**config.mk**
```make
export PLATFORM = sky130hd
export DESIGN_NAME = scan_addr_gen
export DESIGN_NICKNAME = d
export VERILOG_FILES = /design/src/rtl/scan_pkg.sv /design/src/rtl/scan_geom_decode.sv /design/src/rtl/scan_row_stepper.sv /design/src/rtl/scan_addr_gen.sv
export SDC_FILE = /design/constraint.sdc
export NUM_CORES = 1
export LEC_CHECK = 0
export ABC_AREA = 0
export BUFFER_PORTS_ARGS = -buffer_cell sky130_fd_sc_hd__buf_2
export CAP_MARGIN = 20
export CORE_MARGIN = 3
export CORE_UTILIZATION = 45
export CTS_CLUSTER_DIAMETER = 30
export DETAILED_ROUTE_END_ITERATION = 12
export PLACE_DENSITY = 0.68
export SYNTH_ARGS = -nofsm -noshare
export SYNTH_HDL_FRONTEND = slang
export SYNTH_SLANG_ARGS = --single-unit
```
**constraint.sdc**
```tcl
create_clock -name clk -period 5.5 [get_ports clk]
set_input_delay 0.275 -clock clk [delete_from_list [all_inputs] [get_ports clk]]
set_output_delay 0.275 -clock clk [all_outputs]
set_load 0.05 [all_outputs]
```
**src/rtl/scan_pkg.sv**
```systemverilog
// Shared definitions for the scanout address generator.
// Assumes nothing beyond the bit layout of the mode and auxiliary words.
package scan_pkg;

    // Pixel format codes as carried in the mode word
    typedef enum logic [1:0] {
        FMT_1555 = 2'd0,
        FMT_565  = 2'd1,
        FMT_888  = 2'd2,
        FMT_8888 = 2'd3
    } pix_fmt_e;

    // Bit positions inside the mode word
    localparam int MODE_EN_BIT   = 0;
    localparam int MODE_DBL_BIT  = 1;
    localparam int MODE_FMT_LSB  = 2;

    // Bit position of the forced-border flag in the auxiliary word
    localparam int AUX_BLANK_BIT = 3;

    // Fallback resolutions used when the decoded value is too small
    localparam int HRES_DEFAULT  = 640;
    localparam int VRES_DEFAULT  = 480;
    localparam int RES_MIN       = 8;

endpackage

```
**src/rtl/scan_geom_decode.sv**
```systemverilog
// Combinational decode of the frame geometry.
// What it does: it turns the raw size word, mode word, base addresses and
// raster state into a start base, a row stride, a row count, the decoded
// format and the display resolution.
// What it assumes: the inputs are stable in the cycle in which the parent
// samples the outputs, which is the frame-start cycle.
module scan_geom_decode
    import scan_pkg::*;
#(
    parameter  int ADDR_W   = 24,
    parameter  int LINE_W   = 10,
    localparam int WORD_W   = LINE_W + 1,
    localparam int STRIDE_W = LINE_W + 4,
    localparam int ROW_W    = LINE_W + 2,
    localparam int RES_W    = LINE_W + 2
) (
    input  logic [3*LINE_W-1:0] size_word_i,
    input  logic [7:0]          mode_word_i,
    input  logic                vid_out_i,
    input  logic [7:0]          aux_cfg_i,
    input  logic                interlace_i,
    input  logic                field_odd_i,
    input  logic [LINE_W-1:0]   line_pos_i,
    input  logic [LINE_W-1:0]   retrace_line_i,
    input  logic [ADDR_W-1:0]   base_a_i,
    input  logic [ADDR_W-1:0]   base_b_i,
    output logic [ADDR_W-1:0]   start_base_o,
    output logic [STRIDE_W-1:0] stride_o,
    output logic [ROW_W-1:0]    rows_o,
    output logic [WORD_W-1:0]   words_o,
    output pix_fmt_e            fmt_o,
    output logic [RES_W-1:0]    hres_o,
    output logic [RES_W-1:0]    vres_o,
    output logic                dbl_o,
    output logic                en_o,
    output logic                border_o
);

    localparam logic [ADDR_W-1:0] ALIGN_MASK = {{(ADDR_W-2){1'b1}}, 2'b00};
    localparam int                SUM_W      = WORD_W + 1;

    logic [WORD_W-1:0] ppl;
    logic [WORD_W-1:0] lpf;
    logic [LINE_W-1:0] modulo;
    logic              weave;
    logic              odd_eff;
    logic [SUM_W-1:0]  row_words;
    logic [RES_W-1:0]  hres_raw;
    logic [RES_W:0]    ppl_x4;

    // Purpose: extract the three size fields and apply the plus-one offsets
    always_comb begin
        ppl    = WORD_W'(size_word_i[LINE_W-1:0]) + WORD_W'(1);
        lpf    = WORD_W'(size_word_i[2*LINE_W-1:LINE_W]) + WORD_W'(1);
        modulo = size_word_i[3*LINE_W-1:2*LINE_W];
    end

    // Purpose: detect the woven layout and pick the effective field
    always_comb begin
        weave   = interlace_i && (ppl == WORD_W'(modulo));
        odd_eff = field_odd_i ^ (line_pos_i >= retrace_line_i);
    end

    // Purpose: choose the word-aligned base address for this frame
    always_comb begin
        if (!interlace_i || weave || odd_eff) begin
            start_base_o = base_a_i & ALIGN_MASK;
        end else begin
            start_base_o = base_b_i & ALIGN_MASK;
        end
    end

    // Purpose: compute the row stride in bytes and the row count
    always_comb begin
        row_words = SUM_W'(ppl) + SUM_W'(modulo) - SUM_W'(1);
        if (weave) begin
            stride_o = {STRIDE_W'(ppl)} << 2;
            rows_o   = {lpf, 1'b0};
        end else begin
            stride_o = {row_words, 2'b00};
            rows_o   = ROW_W'(lpf);
        end
    end

    // Purpose: decode the pixel format and derive the raw horizontal size
    always_comb begin
        fmt_o  = pix_fmt_e'(mode_word_i[MODE_FMT_LSB +: 2]);
        ppl_x4 = (RES_W+1)'(ppl) << 2;
        unique case (fmt_o)
            FMT_1555,
            FMT_565:  hres_raw = RES_W'(ppl) << 1;
            FMT_888:  hres_raw = RES_W'(ppl_x4 / (RES_W+1)'(3));
            default:  hres_raw = RES_W'(ppl);
        endcase
    end

    // Purpose: substitute the default resolutions for undersized values
    always_comb begin
        hres_o = (hres_raw <= RES_W'(RES_MIN)) ? RES_W'(HRES_DEFAULT) : hres_raw;
        vres_o = (RES_W'(rows_o) <= RES_W'(RES_MIN)) ? RES_W'(VRES_DEFAULT)
                                                     : RES_W'(rows_o);
    end

    // Purpose: output enable, forced border and line doubling flags
    always_comb begin
        words_o  = ppl;
        dbl_o    = mode_word_i[MODE_DBL_BIT];
        en_o     = mode_word_i[MODE_EN_BIT] && vid_out_i;
        border_o = en_o && aux_cfg_i[AUX_BLANK_BIT];
    end

endmodule

```
**src/rtl/scan_row_stepper.sv**
```systemverilog
// Row address stepper.
// What it does: it holds the running row address and the row counter. On
// each accepted line strobe it presents the current row and then steps the
// address, or holds it for one more strobe when line doubling is on.
// What it assumes: the stride, the row count and the doubling flag are
// stable between loads. A load wins over a step in the same cycle.
module scan_row_stepper #(
    parameter int ADDR_W   = 24,
    parameter int STRIDE_W = 14,
    parameter int ROW_W    = 12
) (
    input  logic                clk,
    input  logic                rst_n,
    input  logic                load_i,
    input  logic                step_i,
    input  logic [ADDR_W-1:0]   base_i,
    input  logic [STRIDE_W-1:0] stride_i,
    input  logic [ROW_W-1:0]    rows_i,
    input  logic                dbl_i,
    output logic [ADDR_W-1:0]   line_addr_o,
    output logic                line_valid_o
);

    logic [ADDR_W-1:0] cur_q;
    logic [ROW_W-1:0]  row_q;
    logic              rep_q;
    logic              in_frame;
    logic              advance;

    // Purpose: decide whether rows remain and whether this strobe advances
    always_comb begin
        in_frame = (row_q < rows_i);
        advance  = !dbl_i || rep_q;
    end

    // Purpose: sequence the row address, counter and repeat phase
    always_ff @(posedge clk) begin
        if (!rst_n) begin
            cur_q        <= '0;
            row_q        <= '0;
            rep_q        <= 1'b0;
            line_addr_o  <= '0;
            line_valid_o <= 1'b0;
        end else if (load_i) begin
            cur_q        <= base_i;
            row_q        <= '0;
            rep_q        <= 1'b0;
            line_valid_o <= 1'b0;
        end else if (step_i) begin
            line_valid_o <= in_frame;
            if (in_frame) begin
                line_addr_o <= cur_q;
                if (advance) begin
                    cur_q <= cur_q + ADDR_W'(stride_i);
                    row_q <= row_q + ROW_W'(1);
                    rep_q <= 1'b0;
                end else begin
                    rep_q <= 1'b1;
                end
            end
        end else begin
            line_valid_o <= 1'b0;
        end
    end

    AST_ADDR_ALIGNED: assert property (@(posedge clk) disable iff (!rst_n)
        line_valid_o |-> (line_addr_o[1:0] == 2'b00));

    AST_ROW_BOUND: assert property (@(posedge clk) disable iff (!rst_n)
        row_q <= rows_i);

    AST_DOUBLE_HOLD: assert property (@(posedge clk) disable iff (!rst_n)
        (step_i && !load_i && dbl_i && !rep_q && in_frame) |=> (row_q == $past(row_q)));

    AST_VALID_NEEDS_STEP: assert property (@(posedge clk) disable iff (!rst_n)
        line_valid_o |-> ($past(step_i) && !$past(load_i)));

    AST_FRAME_CLEARS: assert property (@(posedge clk) disable iff (!rst_n)
        load_i |=> !line_valid_o);

endmodule

```
**src/rtl/scan_addr_gen.sv**
```systemverilog
// Scanout line address generator, top level.
// What it does: it samples the display configuration on each frame-start
// strobe, keeps the decoded geometry for the whole frame and hands it to
// the row stepper, which answers every line strobe with a row address.
// What it assumes: the strobes are single-cycle pulses from the raster
// timing logic, and line_pos/field_odd are valid in the frame-start cycle.
module scan_addr_gen
    import scan_pkg::*;
#(
    parameter  int ADDR_W   = 24,
    parameter  int LINE_W   = 10,
    localparam int WORD_W   = LINE_W + 1,
    localparam int STRIDE_W = LINE_W + 4,
    localparam int ROW_W    = LINE_W + 2,
    localparam int RES_W    = LINE_W + 2
) (
    input  logic                clk,
    input  logic                rst_n,
    input  logic                frame_start,
    input  logic                line_start,
    input  logic [ADDR_W-1:0]   base_a,
    input  logic [ADDR_W-1:0]   base_b,
    input  logic [3*LINE_W-1:0] size_word,
    input  logic [7:0]          mode_word,
    input  logic                vid_out,
    input  logic [7:0]          aux_cfg,
    input  logic                interlace,
    input  logic                field_odd,
    input  logic [LINE_W-1:0]   line_pos,
    input  logic [LINE_W-1:0]   retrace_line,
    output logic [ADDR_W-1:0]   line_addr,
    output logic                line_valid,
    output logic [WORD_W-1:0]   line_words,
    output logic [1:0]          pix_fmt,
    output logic [RES_W-1:0]    hres,
    output logic [RES_W-1:0]    vres,
    output logic                out_en,
    output logic                border_force
);

    logic [ADDR_W-1:0]   dec_base;
    logic [STRIDE_W-1:0] dec_stride;
    logic [ROW_W-1:0]    dec_rows;
    logic [WORD_W-1:0]   dec_words;
    pix_fmt_e            dec_fmt;
    logic [RES_W-1:0]    dec_hres;
    logic [RES_W-1:0]    dec_vres;
    logic                dec_dbl;
    logic                dec_en;
    logic                dec_border;

    logic [STRIDE_W-1:0] stride_q;
    logic [ROW_W-1:0]    rows_q;
    logic [WORD_W-1:0]   words_q;
    pix_fmt_e            fmt_q;
    logic [RES_W-1:0]    hres_q;
    logic [RES_W-1:0]    vres_q;
    logic                dbl_q;
    logic                en_q;
    logic                border_q;

    scan_geom_decode #(
        .ADDR_W (ADDR_W),
        .LINE_W (LINE_W)
    ) u_decode (
        .size_word_i    (size_word),
        .mode_word_i    (mode_word),
        .vid_out_i      (vid_out),
        .aux_cfg_i      (aux_cfg),
        .interlace_i    (interlace),
        .field_odd_i    (field_odd),
        .line_pos_i     (line_pos),
        .retrace_line_i (retrace_line),
        .base_a_i       (base_a),
        .base_b_i       (base_b),
        .start_base_o   (dec_base),
        .stride_o       (dec_stride),
        .rows_o         (dec_rows),
        .words_o        (dec_words),
        .fmt_o          (dec_fmt),
        .hres_o         (dec_hres),
        .vres_o         (dec_vres),
        .dbl_o          (dec_dbl),
        .en_o           (dec_en),
        .border_o       (dec_border)
    );

    // Purpose: capture the decoded frame configuration on the frame strobe
    always_ff @(posedge clk) begin
        if (!rst_n) begin
            stride_q <= '0;
            rows_q   <= '0;
            words_q  <= '0;
            fmt_q    <= FMT_1555;
            hres_q   <= '0;
            vres_q   <= '0;
            dbl_q    <= 1'b0;
            en_q     <= 1'b0;
            border_q <= 1'b0;
        end else if (frame_start) begin
            stride_q <= dec_stride;
            rows_q   <= dec_rows;
            words_q  <= dec_words;
            fmt_q    <= dec_fmt;
            hres_q   <= dec_hres;
            vres_q   <= dec_vres;
            dbl_q    <= dec_dbl;
            en_q     <= dec_en;
            border_q <= dec_border;
        end
    end

    scan_row_stepper #(
        .ADDR_W   (ADDR_W),
        .STRIDE_W (STRIDE_W),
        .ROW_W    (ROW_W)
    ) u_stepper (
        .clk          (clk),
        .rst_n        (rst_n),
        .load_i       (frame_start),
        .step_i       (line_start),
        .base_i       (dec_base),
        .stride_i     (stride_q),
        .rows_i       (rows_q),
        .dbl_i        (dbl_q),
        .line_addr_o  (line_addr),
        .line_valid_o (line_valid)
    );

    // Purpose: drive the frame-level outputs from the captured state
    always_comb begin
        line_words   = words_q;
        pix_fmt      = fmt_q;
        hres         = hres_q;
        vres         = vres_q;
        out_en       = en_q;
        border_force = border_q;
    end

    AST_CFG_HOLD: assert property (@(posedge clk) disable iff (!rst_n)
        !frame_start |=> ($stable(hres_q) && $stable(stride_q) && $stable(rows_q)));

    AST_BORDER_GATED: assert property (@(posedge clk) disable iff (!rst_n)
        $rose(border_force) |-> out_en);

endmodule

```
# After elaboration in Yosys (flattened, before gate mapping)
# Cells that the tools add are included.
# classes
eq_ne	3
add_sub_neg	6
n_mux	11
n_bitwise	4
n_reduce_logical	19
div	1
order_cmp	4
# op_table
op	n
24-bit 2-to-1 mux	5
12-bit 2-to-1 mux	3
24-bit by 14-bit adder with 24-bit output	1
12-bit by 4-bit <= comparator with 1-bit output (second input constant)	2
12-bit case mux with 2 select lines	1
10-bit by 1-bit adder with 11-bit output (second input constant)	2
14-bit 2-to-1 mux	1
13-bit by 2-bit divider with 13-bit output (second input constant)	1
11-bit by 10-bit adder with 12-bit output	1
12-bit by 1-bit adder with 12-bit output (second input constant)	1
12-bit less-than comparator	1
12-bit by 1-bit subtractor with 12-bit output (second input constant)	1
11-bit by 10-bit == test with 1-bit output	1
10-bit >= comparator	1
3-bit AND reduction	3
2-bit nonzero test	3
2-bit OR reduction	2
1-bit logical AND	3
1-bit logical OR	3
1-bit inverter	3
3-bit OR reduction	1
2-bit by 1-bit == test with 1-bit output (second input constant)	1
2-bit == test (second input constant)	1
1-bit logical NOT	2
4 further kinds	4
# word_totals
output_inout_bits	64
input_bits	121
register_bits	128

# Logic depth before layout (Yosys ltp)
# logic_depth
ltp_word	7
ltp_mapped	25
mapped_depth_nobuf	22

# Cells and area by module
# From an unflattened synthesis, not the netlist that was laid out.
# hier_totals
cells_unflattened	1210
hier_area_um2	9749.4
# modules_own_cells
module	instances	area_per_inst_um2	seq_area_each_um2	cells_each
scan_row_stepper	1	3642.2	1241.2	454
scan_geom_decode	1	3562.2	0.0	543
scan_addr_gen	1	2544.9	1321.3	213

# Worst setup path after synthesis
# Ideal clock, no wire load.
# synth_timing
path_kind	input port to flip-flop
startpoint	input port size_word[0]
endpoint	register hres_q[0], in the netlist hres[0]
t_arrival_ns	4.244
slack_ns	1.131
n_path_buf	3
path_stages	24
setup_time_ns	0.125
cell_sequence	ha_1 > buf_2 > nand4_1 > or3_1 > nand2_2 > inv_1 > buf_2 > nand4_1 > o211a_1 > nand3_1 > o311a_1 > o21ai_2 > o22ai_1 > ha_1 > buf_4 > inv_1 > nand3_1 > nor4b_1 > nor2_1 > mux2i_1 > ha_1 > o211ai_1 > o31ai_1 > a21oi_1
# synth_between
elab_chain_cells	5
# synth_rtl
element	line_no	text
from (decl)	scan_addr_gen.sv:23	input logic [3*LINE_W-1:0] size_word,
10-bit by 1-bit adder with 11-bit output (*)	scan_geom_decode.sv:53	ppl = WORD_W'(size_word_i[LINE_W-1:0]) + WORD_W'(1);
13-bit by 2-bit divider with 13-bit output	scan_geom_decode.sv:92	FMT_888: hres_raw = RES_W'(ppl_x4 / (RES_W+1)'(3));
12-bit case mux with 2 select lines (*)	scan_geom_decode.sv:89	unique case (fmt_o)
12-bit by 4-bit <= comparator with 1-bit output	scan_geom_decode.sv:99	hres_o = (hres_raw <= RES_W'(RES_MIN)) ? RES_W'(HRES_DEFAULT) : hres_raw;
12-bit 2-to-1 mux (*)	scan_geom_decode.sv:99	
to (signal assigned)	scan_addr_gen.sv:105	hres_q <= dec_hres;
to (decl)	scan_addr_gen.sv:56	logic [RES_W-1:0] hres_q;
# Every way passes the cells marked *; elsewhere a longest branch is shown, timed or not.
# A chain may end at the register's enable or synchronous reset.

# Final worst setup path
# layout_timing
startpoint	input port size_word[1]
endpoint	register hres_q[0], in the netlist hres[0]
# The elaborated chain is that of the path after synthesis.

==> metrics.cfg <==
[synthesis]
synth-compound-area-share_pct = 24.7
synthTopCellsByArea = dfxtp_1, ha_1, a21oi_1, nand2_1, nor2_1
ys_types = 94
synth_enable_flop_cells = 0
synthMuxAreaShare_pct = 5.92
ys_async_sr_fraction_pct = 0
synth_xor_xnor_area_share_pct = 5.28
synthSimpleGateAreaFrac_pct = 21.0
synth_cells = 1120
yosys.area.top_type = dfxtp_1
yosysWarnings = 0
seq_area_frac_synth_pct = 28.3
avgSynthCellArea_um2 = 7.70
ys.flop_type = dfxtp_1
synth_top_area_share_pct = 28.3
synth_area_um2 = 8620
synth_top_family_by_area = compound AO/OA/AOI/OAI gates
synthAdderAreaFrac_pct = 8.59
synth-seq-cells = 122

[drt]
via_count = 8553
ant_nets = 0
post_drt_wl_per_cell_um = 16.4
first_iter_violations = 579
post_drt_via_cell_ratio = 5.63
wl_um = 24900
dr.pass1.iters = 5
drc = 0

[cts]
cts_hold_buffers = 0
clk_latency_ps = 410
cts_resized = 0
clkTransAtPathRegs_ps = 70
cts_max_path_buffers = 2
clock-root-buffer = clkbuf_16
cts.sink_count = 122
cts_tree = yes
cts_setup_buffers = 0
cts_made_buffers = 17
htreeDepth = 4

[placed_design]
place_inst = 1487
gp_congestion = 0.873
placed_cell_area_um2 = 9730
portBuffers = 167
dpl.hpwl_um = 18600

[worst_setup_path]
crit_path_cell_trace = buf_2 -> ha_1 -> nand2_1 -> nor3_2 -> a211oi_4 -> or4_1 -> and4_4 -> nor2_4 -> a32oi_1 -> and2_1 -> nand2_1 -> o22ai_1 -> ha_1 -> inv_1 -> nand3_1 -> nor4b_1 -> nor2_1 -> mux2i_1 -> ha_1 -> xnor2_1 -> o31ai_1 -> a21oi_1
cp_slowest_cell = or4_1
max_stage_delay_ps = 580
endpoint_kind = flop
crit_type = in -> reg
cp_max_fo = 9
timing.rr.end = u_stepper.cur_q[22]
worst-path-buf-inv = 2
arrival_ps = 4860
required_ps = 5800
critPathTopFamily = simple AND/OR/NAND/NOR gates
reg2regPathDepth = 15
start_kind = primary input
rrSetupSlack_ps = 1720
rr_startpoint = rows_q[1]
cpMostUsedCell = ha_1

[finish]
stdcell_count = 1519
final_util_pct = 56.2
drive_gt1_share_pct = 21.9
syn_to_final_growth_pct = 19.9
num_antenna_cells = 0
final_nets = 1456
num-fill-cells = 1762
final_area_um2 = 10300

[timing]
holdWs_ps = 92.1
slew_headroom_pct = 31.0
finalMaxSlewViolations = 0
tightest_slew_ps = 1030
period_share_pct = 82.9
max_freq_ghz = 0.219
skew_ps = 10.3
tns_ps = 0
setup_viol = 0
rsz0062_at_grt = no
final_hold_viol_count = 0
period_needed_ps = 4560

[pwr]
combPwrFrac_pct = 28.3
vdd_drop_max_mv = 0.202
switching_power_mw = 1.03
switching_share_pct = 34.4
power_frac_clock_pct = 38.7
seqPwrFrac_pct = 33.0
powerDensity_nw_per_um2 = 289
p_int_mw = 1.96
p_leak_nw = 4.58

[floorplanning]
die_w_um = 144
fp.dieH_um = 144
coreArea_um2 = 18400
die_area_um2 = 20900
rows = 49
start_util_pct = 46.9
io_pins = 185

[outcome]
status = completed

[global_route]
grt_pass1_wl_um = 39900
grt_max_degree = 75
antenna_found_initial = 0
grt_pass1_vias = 8043
grt.overflow.total = 0
grtUsageTotal_pct = 23.6

[worst_hold_path]
worstHoldPathCells = 3
min-delay-path-class = in -> reg
worstHoldStart = mode_word[1]
holdPathEnd = dbl_q

[job]
cap_violations = 0

-- routing by layer --
layer / up-vias / track usage [%] / routed length, um
met5: - / 0 / 0
met4: 0 / 6.04 / 391
met3: 32 / 4.60 / 1210
met2: 226 / 41.0 / 12200
met1: 3978 / 30.1 / 11100
li1: 4317 / - / -
-- how the worst max path moves through the flow --
stage	slack [ps]	cells after the start	start	to
6_report	940	22	size_word[1]	hres[0]
5_1_grt	470	22	size_word[2]	hres[0]
4_1_cts	990	22	size_word[1]	hres[0]
3_5_place_dp	570	22	size_word[1]	hres[0]
3_3_place_gp	640	22	size_word[2]	hres[0]
2_1_floorplan	1130	24	size_word[0]	hres[0]
-- flip-flops by register name (all words and copies together) (netlist names), 2 cells and up --
register,flops
u_stepper.cur_q,22
u_stepper.line_addr_o,22
hres,12
rows_q,12
stride_q,12
u_stepper.row_q,12
vres,12
line_words,11
pix_fmt,2
-- cells by family after synthesis --
kind of cell / after synthesis
muxes: 49
buffers and inverters: 131
DFF: 122
other: 1
AOI/OAI and AO/OA: 329
and+or+nand+nor: 378
adders and majority gates: 58
xor gates and xnor gates: 52
-- per-stage QoR --
stage                     total power, mW  worst slack, ps
after floorplan                      1.61             1130
after global placement               1.83              644
after detailed placement             1.84              572
after CTS                            3.00              995
after global routing                 3.15              475
final                                2.98              940
-- power by group through the flow --
stage | combinational [mW] | clock [mW] | sequential [mW]
floorplan | 0.530 | 0 | 1.08
global placement | 0.830 | 0 | 1.00
detailed placement | 0.839 | 0 | 1.00
CTS | 0.846 | 1.17 | 0.983
global route | 0.943 | 1.21 | 0.990
finish | 0.846 | 1.15 | 0.983
-- cells in the final DEF, fill, tap and decap left out, types with 7 or more instances in the layout --
cell type / netlist / final
buf_4: 3 / 33
nor3_1: 19 / 19
nand4_1: 13 / 13
o22ai_1: 8 / 8
clkbuf_16: 0 / 17
o211ai_1: 8 / 8
nand2_1: 118 / 118
mux2i_1: 33 / 32
nand3_1: 30 / 30
buf_2: 4 / 166
a211oi_1: 28 / 28
and3_1: 14 / 14
mux2_2: 15 / 15
xor2_1: 17 / 17
a21o_1: 21 / 21
nand2b_1: 11 / 11
ha_1: 56 / 56
a31oi_1: 7 / 7
o21ai_0: 60 / 60
xnor2_1: 35 / 35
nor2b_1: 7 / 7
dfxtp_1: 122 / 122
inv_1: 66 / 65
nor2_1: 116 / 116
or3_1: 10 / 10
a21oi_1: 114 / 114
inv_6: 0 / 7
-- layout make-up --
class | instances | area (um^2) | share of cell area, %
tap | 229 | 287 | 2.77
clock inverter | 15 | 176 | 1.71
timing repair buffer | 199 | 1080 | 10.4
multi-input combinational | 868 | 5660 | 54.8
clock buffer | 17 | 425 | 4.12
sequential | 122 | 2440 | 23.6
inverter | 69 | 259 | 2.51
-- worst register-to-register path, cell delays in order (launching register included) --
cell and delay, ps:
dfxtp_1 340, inv_1 60, ha_1 290, a21o_1 160, a21o_1 180, a21o_1 170
a21o_1 160, a21o_1 170, a21o_1 180, a21oi_1 140, o21ai_0 170, a211oi_1 900
o211ai_1 240, xnor2_1 240, nor2_1 60, a211oi_1 250
-- cells in the mapped netlist, types with 5 or more instances --
| cell | number |
|---|---|
| dfxtp_1 | 122 |
| nand2_1 | 118 |
| nor2_1 | 116 |
| a21oi_1 | 114 |
| inv_1 | 66 |
| o21ai_0 | 60 |
| ha_1 | 56 |
| clkbuf_1 | 48 |
| xnor2_1 | 35 |
| mux2i_1 | 33 |
| nand3_1 | 30 |
| a211oi_1 | 28 |
| a21o_1 | 21 |
| nor3_1 | 19 |
| xor2_1 | 17 |
| mux2_2 | 15 |
| and3_1 | 14 |
| nand4_1 | 13 |
| nand2b_1 | 11 |
| or3_1 | 10 |
| o211ai_1 | 8 |
| o22ai_1 | 8 |
| a31oi_1 | 7 |
| nor2b_1 | 7 |
| nand2_2 | 6 |
| o21a_1 | 6 |
| o21ai_1 | 6 |
| o21bai_1 | 6 |
| a21boi_0 | 5 |
| and2_1 | 5 |
No activity file was read; power rests on OpenSTA's default activity.
